<file path="src/rtl/wdt_pkg.sv">
package wdt_pkg;
  localparam int MULT_W   = 5;
  localparam int STEP_LOG = 6;                 // largest step is 2**6 ticks
  localparam int CNT_W    = MULT_W + STEP_LOG; // holds 31*64

  typedef enum logic [1:0] {
    RES_TICK1  = 2'b00,
    RES_TICK4  = 2'b01,
    RES_TICK16 = 2'b10,
    RES_TICK64 = 2'b11
  } res_e;

  typedef struct packed {
    logic              steer;
    logic [MULT_W-1:0] mult;
    res_e              res;
  } wd_cfg_t;

  // timeout in 16 Hz ticks: multiplier shifted by twice the resolution code
  function automatic logic [CNT_W-1:0] timeout_ticks(wd_cfg_t c);
    return CNT_W'(c.mult) << {c.res, 1'b0};
  endfunction
endpackage

</file>
<file path="src/rtl/wdt_kick_sync.sv">
module wdt_kick_sync #(
  parameter int STAGES = 2
) (
  input  logic clk,
  input  logic rst,
  input  logic kick_i,
  output logic edge_o
);
  logic [STAGES:0] sr;

  always_ff @(posedge clk) begin
    if (rst) sr <= '0;
    else     sr <= {sr[STAGES-1:0], kick_i};
  end

  assign edge_o = sr[STAGES] ^ sr[STAGES-1];
endmodule

</file>
<file path="src/rtl/wdt_countdown.sv">
module wdt_countdown
  import wdt_pkg::*;
(
  input  logic             clk,
  input  logic             rst,
  input  logic             tick_i,
  input  logic             restart_i,
  input  logic             enable_i,
  input  logic [CNT_W-1:0] load_i,
  output logic             expire_o
);
  logic [CNT_W-1:0] cnt;

  assign expire_o = enable_i && tick_i && !restart_i && (cnt == CNT_W'(1));

  always_ff @(posedge clk) begin
    if (rst) begin
      cnt <= '0;
    end else if (restart_i) begin
      cnt <= load_i;
    end else if (enable_i && tick_i) begin
      if (cnt == CNT_W'(1))  cnt <= load_i;     // reload and keep running
      else if (cnt != '0)    cnt <= cnt - CNT_W'(1);
    end
  end
endmodule

</file>
<file path="src/rtl/wdt_pulse_gen.sv">
module wdt_pulse_gen #(
  parameter int PULSE_CYCLES = 3277
) (
  input  logic clk,
  input  logic rst,
  input  logic start_i,
  output logic pulse_n_o
);
  localparam int PW = $clog2(PULSE_CYCLES + 1);
  logic [PW-1:0] left;

  always_ff @(posedge clk) begin
    if (rst) begin
      left      <= '0;
      pulse_n_o <= 1'b1;
    end else if (start_i) begin
      left      <= PW'(PULSE_CYCLES);
      pulse_n_o <= 1'b0;
    end else if (left > PW'(1)) begin
      left <= left - PW'(1);
    end else if (left == PW'(1)) begin
      left      <= '0;
      pulse_n_o <= 1'b1;
    end
  end
endmodule

</file>
<file path="src/rtl/prog_watchdog.sv">
module prog_watchdog
  import wdt_pkg::*;
#(
  parameter int PULSE_CYCLES = 3277,
  parameter int SYNC_STAGES  = 2
) (
  input  logic       clk,
  input  logic       rst,
  input  logic       tick16_i,
  input  logic       wr_en_i,
  input  logic [7:0] wr_data_i,
  input  logic       flags_rd_i,
  input  logic       kick_i,
  input  logic       pwr_fail_i,
  output logic       irq_o,
  output logic       rst_n_o,
  output logic       wdf_o,
  output logic       ctl_clr_o
);
  wd_cfg_t          cfg_q;
  wd_cfg_t          cfg_wr;
  logic             kick_edge;
  logic             wr_ok;
  logic             restart;
  logic             enable;
  logic             expire;
  logic [CNT_W-1:0] load_val;

  assign cfg_wr   = wd_cfg_t'(wr_data_i);
  assign wr_ok    = wr_en_i && !pwr_fail_i;
  assign restart  = wr_ok || kick_edge;
  assign enable   = (cfg_q.mult != '0) && !pwr_fail_i;
  assign load_val = wr_ok ? timeout_ticks(cfg_wr) : timeout_ticks(cfg_q);

  wdt_kick_sync #(.STAGES(SYNC_STAGES)) u_sync (
    .clk    (clk),
    .rst    (rst),
    .kick_i (kick_i),
    .edge_o (kick_edge)
  );

  wdt_countdown u_cnt (
    .clk       (clk),
    .rst       (rst),
    .tick_i    (tick16_i),
    .restart_i (restart),
    .enable_i  (enable),
    .load_i    (load_val),
    .expire_o  (expire)
  );

  wdt_pulse_gen #(.PULSE_CYCLES(PULSE_CYCLES)) u_pulse (
    .clk       (clk),
    .rst       (rst),
    .start_i   (expire && cfg_q.steer),
    .pulse_n_o (rst_n_o)
  );

  // configuration word
  always_ff @(posedge clk) begin
    if (rst || pwr_fail_i)          cfg_q <= '0;
    else if (wr_ok)                 cfg_q <= cfg_wr;
    else if (expire && cfg_q.steer) cfg_q <= '0;
  end

  // registered status outputs
  always_ff @(posedge clk) begin
    if (rst) begin
      irq_o     <= 1'b0;
      wdf_o     <= 1'b0;
      ctl_clr_o <= 1'b0;
    end else begin
      ctl_clr_o <= expire && cfg_q.steer;

      if (expire)          wdf_o <= 1'b1;
      else if (flags_rd_i) wdf_o <= 1'b0;

      if (pwr_fail_i)                         irq_o <= 1'b0;
      else if (wr_en_i && wr_data_i == 8'h00) irq_o <= 1'b0;
      else if (expire && !cfg_q.steer)        irq_o <= 1'b1;
    end
  end
endmodule

</file>
<file path="config.mk">
export PLATFORM = sky130hd
export DESIGN_NAME = prog_watchdog
export DESIGN_NICKNAME = d
export VERILOG_FILES = /design/src/rtl/wdt_pkg.sv /design/src/rtl/wdt_kick_sync.sv /design/src/rtl/wdt_countdown.sv /design/src/rtl/wdt_pulse_gen.sv /design/src/rtl/prog_watchdog.sv
export SDC_FILE = /design/constraint.sdc
export NUM_CORES = 1
export LEC_CHECK = 0
export ABC_CLOCK_PERIOD_IN_PS = 2100
export BUFFER_PORTS_ARGS = -buffer_cell sky130_fd_sc_hd__buf_4
export CORE_MARGIN = 8
export CORE_UTILIZATION = 36
export CTS_BUF_LIST = sky130_fd_sc_hd__clkbuf_4 sky130_fd_sc_hd__clkbuf_8
export DETAILED_ROUTE_END_ITERATION = 10
export PLACE_DENSITY = 0.54
export SLEW_MARGIN = 20
export SYNTH_ARGS = -nofsm -noshare
export SYNTH_HDL_FRONTEND = slang
export SYNTH_SLANG_ARGS = --single-unit
</file>
<file path="constraint.sdc">
create_clock -name clk -period 2.1 [get_ports clk]
set_clock_uncertainty 0.15 [all_clocks]
set_input_delay 0.105 -clock clk [delete_from_list [all_inputs] [get_ports clk]]
set_output_delay 0.105 -clock clk [all_outputs]
set_load 0.005 [all_outputs]
</file>
==> summary.md <==
| Metric | Value |
|---|---|
| Final setup fails | 11 |
| Share of flip-flops with an asynchronous set or reset | 0 |
| Number of enable flip-flop cells after synthesis | 0 |
| Outcome | finished with violations |
| Synth Cell Area | 0.00230 sq mm |
| Detailed-route via count | 2266 |
| Gr ovfl total | 0 |
| Hold Violations, Final | 0 |
| Synthesized netlist cell count | 284 |
| Syn-to-layout area delta | 29.4% |
| Met1 routed wirelength after detailed routing | 2.82 mm |
| Slew at the pin with the worst max-slew slack | 532 ps |
| Post-DP HPWL | 4.60 mm |
| Fmax | 449 MHz |
| TritonRoute pass-1 iters | 4 |
| Amount of wire on met3 after detailed routing | 245 um |
| Synthesis Warnings | 0 |
| Arrival time at the worst endpoint | 2280 ps |
| TritonCTS clock tree | done |
| I/O pin total | 19 |
| Top metal layer carrying routed signals | met4 |
| Pin count of the biggest net entering global routing | 26 |
| Number of buffers added on ports | 18 |
| Maximum fanout count along the critical path | 6 |
| Fraction of layout cells with a size suffix above 1 | 0.253 |
| Final-layout worst hold slack | 47.5 ps |
| Routability congestion estimate from global placement | 0.874 |
| Maximum count of clock buffers along a single path | 2 |
| Final ANT Viol Nets | 0 |
| DRC violation total after the first TritonRoute iteration | 65 |
| Slew headroom | 0.645 |
| Post-route DRC violation count | 0 |
| Routed length on met2 | 2.98 mm |
| Antenna violations before repair | 0 |
| RSZ-0062 raised after global routing | true |
| Post-synth net total | 304 |
| Final net count | 359 |
| Source-to-sink clock delay at the later pin of the worst-skew pair | 290 ps |
| Total Power | 2.87 mW |
| Min cycle time layout | 2230 ps |
| Max cap viols | 0 |
| Leading cell type in the layout, fill and taps excluded | sky130_fd_sc_hd__buf_4 |
| Depth of the CTS H-tree | 2 |
| Number of global-route vias before repair | 2214 |
| FP Rows | 29 |
| Data required time of the critical path | 2160 ps |
| Share of the yosys chip area belonging to registers | 0.331 |
| Leakage power | 1.23 nW |
| Count of distinct cell types in the synthesized netlist | 51 |
| Worst setup path class | register to register |
| Max VDD drop | 510 uV |
| Synthesized flop and latch total | 38 |
| Total wire length | 6.19 mm |
| Clock-pin slew reported for the worst setup and hold paths after clock tree synthesis | 80 ps |
| Wire length of the first global-routing pass | 10.4 mm |
| Via-to-Cell Ratio | 5.43 |
| Number of pins exceeding their max-slew limit in the final report | 0 |
| Most frequent cells in the layout | 52 x sky130_fd_sc_hd__buf_4, 37 x sky130_fd_sc_hd__dfxtp_1, 25 x sky130_fd_sc_hd__nand2_1, 25 x sky130_fd_sc_hd__a21oi_1, 18 x sky130_fd_sc_hd__nor2_1 |
| Worst hold path class | primary input to register |
| Startpoint type of the worst setup path | register |
| Number of clock sinks | 38 |
| Area of the die | 0.00919 sq mm |
| Violations in the final reports | setup timing |
| Initial standard-cell utilization of the core | 0.366 |
| Post-route setup slack | -126 ps |
| Die height | 95.9 um |
| Tcrit/Tclk final | 1.06 |
| Total Routing Usage GR | 0.143 |
| Wire per inst | 14.8 um |
| Root buffer selected by CTS | sky130_fd_sc_hd__clkbuf_8 |
| Die Wd | 95.9 um |
| Antenna cells | 0 |
| Mapped Avg Cell Area | 8.09 sq um |
| Core outline area | 0.00628 sq mm |
| Power per cell area | 966 mW/mm^2 |
| Cts bufs inserted | 5 |
| Most common flop cell mapped by yosys | sky130_fd_sc_hd__dfxtp_1 |
| Critical path capture point type | register |
==> flip-flops by register name, indices dropped and copies added, names as in the netlist <==
name / flops
u_pulse.left: 12
u_cnt.cnt: 11
cfg_q: 8
u_sync.sr: 3
ctl_clr_o: 1
irq_o: 1
u_pulse.pulse_n_o: 1
wdf_o: 1
==> worst max-delay path, cell delays in order, from the launching register on <==
cell	delay [ps]
sky130_fd_sc_hd__dfxtp_2	320
sky130_fd_sc_hd__or4_4	530
sky130_fd_sc_hd__or4_4	510
sky130_fd_sc_hd__a21oi_4	210
sky130_fd_sc_hd__buf_4	170
sky130_fd_sc_hd__a21oi_1	50
sky130_fd_sc_hd__o32ai_2	200
==> synthesized netlist by cell type, drive strengths merged, types with 2 or more instances <==
library cell	n	area share
o22ai	6	0.016
a31oi	2	0.0054
or2	6	0.016
or4	7	0.026
or3	8	0.022
nor2	20	0.033
o31ai	2	0.0065
nand2	25	0.041
o211ai	2	0.0065
nor4	6	0.016
nor2b	5	0.014
o32ai	4	0.028
nor3	13	0.031
inv	14	0.023
nand3b	11	0.036
buf	6	0.018
o22a	2	0.0076
xor2	4	0.015
o32a	3	0.013
clkbuf	10	0.016
a21oi	26	0.058
o221ai	3	0.011
a32o	3	0.013
o21ai	10	0.022
ha	5	0.027
dfxtp	38	0.33
mux2i	12	0.052
nand3	5	0.011
nand2b	10	0.027
==> path summary, 6_finish.rpt <==
| kind | slack, ps | cells past startpoint | endpoint | startpoint |
|---|---|---|---|---|
| setup / recovery | -130 | 6 | u_cnt.cnt[3] | u_cnt.cnt[2] |
| hold / removal | 50 | 2 | u_pulse.left[0] | rst |
| setup reg to reg | -130 | 6 | u_cnt.cnt[3] | u_cnt.cnt[2] |
| hold reg to reg | 300 | 1 | u_sync.sr[1] | u_sync.sr[0] |
==> report_power, final <==
group,total (mW),switching (mW),internal (mW),leakage (nW)
Combinational,1.42,0.706,0.711,0.865
Clock,0.535,0.257,0.278,0.0517
Sequential,0.920,0.0855,0.835,0.311
==> what timing repair did <==
| action | 4_1_cts | 5_1_grt |
|---|---|---|
| cloned | 0 | 0 |
| hold buffers | 10 | 0 |
| endpoints found under the setup margin | 12 | 15 |
| setup buffers | 1 | 0 |
| pin swaps | 0 | 2 |
| hold endpoints to repair | 10 | 0 |
| resized for setup | 3 | 7 |
==> per-layer routing <==
layer,vias up,GRT usage
li1,1145,-
met1,1069,0.165
met2,41,0.248
met3,11,0.0374
met4,0,0.0563
met5,-,0
==> stage by stage <==
stage                     cell area [sq um]  cells  TNS, ps   util  worst slack, ps
after detailed placement               2740    398     -807  0.436            -89.1
after global routing                   2970    417    -1960  0.474             -219
after floorplan                        2330    284     -592      -            -75.5
final                                  2970    417     -981  0.474             -126
after CTS                              2950    417     -971  0.470             -119
after global placement                 2740    398     -728  0.436             -130
==> final cells by class <==
cell class | count | area, sq um
fillers | 629 | 3300
multi-input cells | 216 | 1450
clock inverters | 1 | 5.00
inverters | 14 | 52.6
clock buffers | 7 | 90.1
flip-flops and latches | 38 | 762
well taps | 77 | 96.3
repair buffers | 64 | 513
==> cell families (layout without fill, tap and decap cells) <==
kind of cell             Yosys count  count (layout)  synth area share
flip-flops                        38              38             0.331
AND/OR/NAND/NOR                  124             124             0.299
multiplexers                      13              13            0.0572
AO/OA/AOI/OAI                     69              69             0.209
buffers and inverters             30              86            0.0572
XOR/XNOR                           5               5            0.0191
adder cells (fa/ha/maj)            5               5            0.0272
Note: power is estimated with default switching activity, not from simulation.
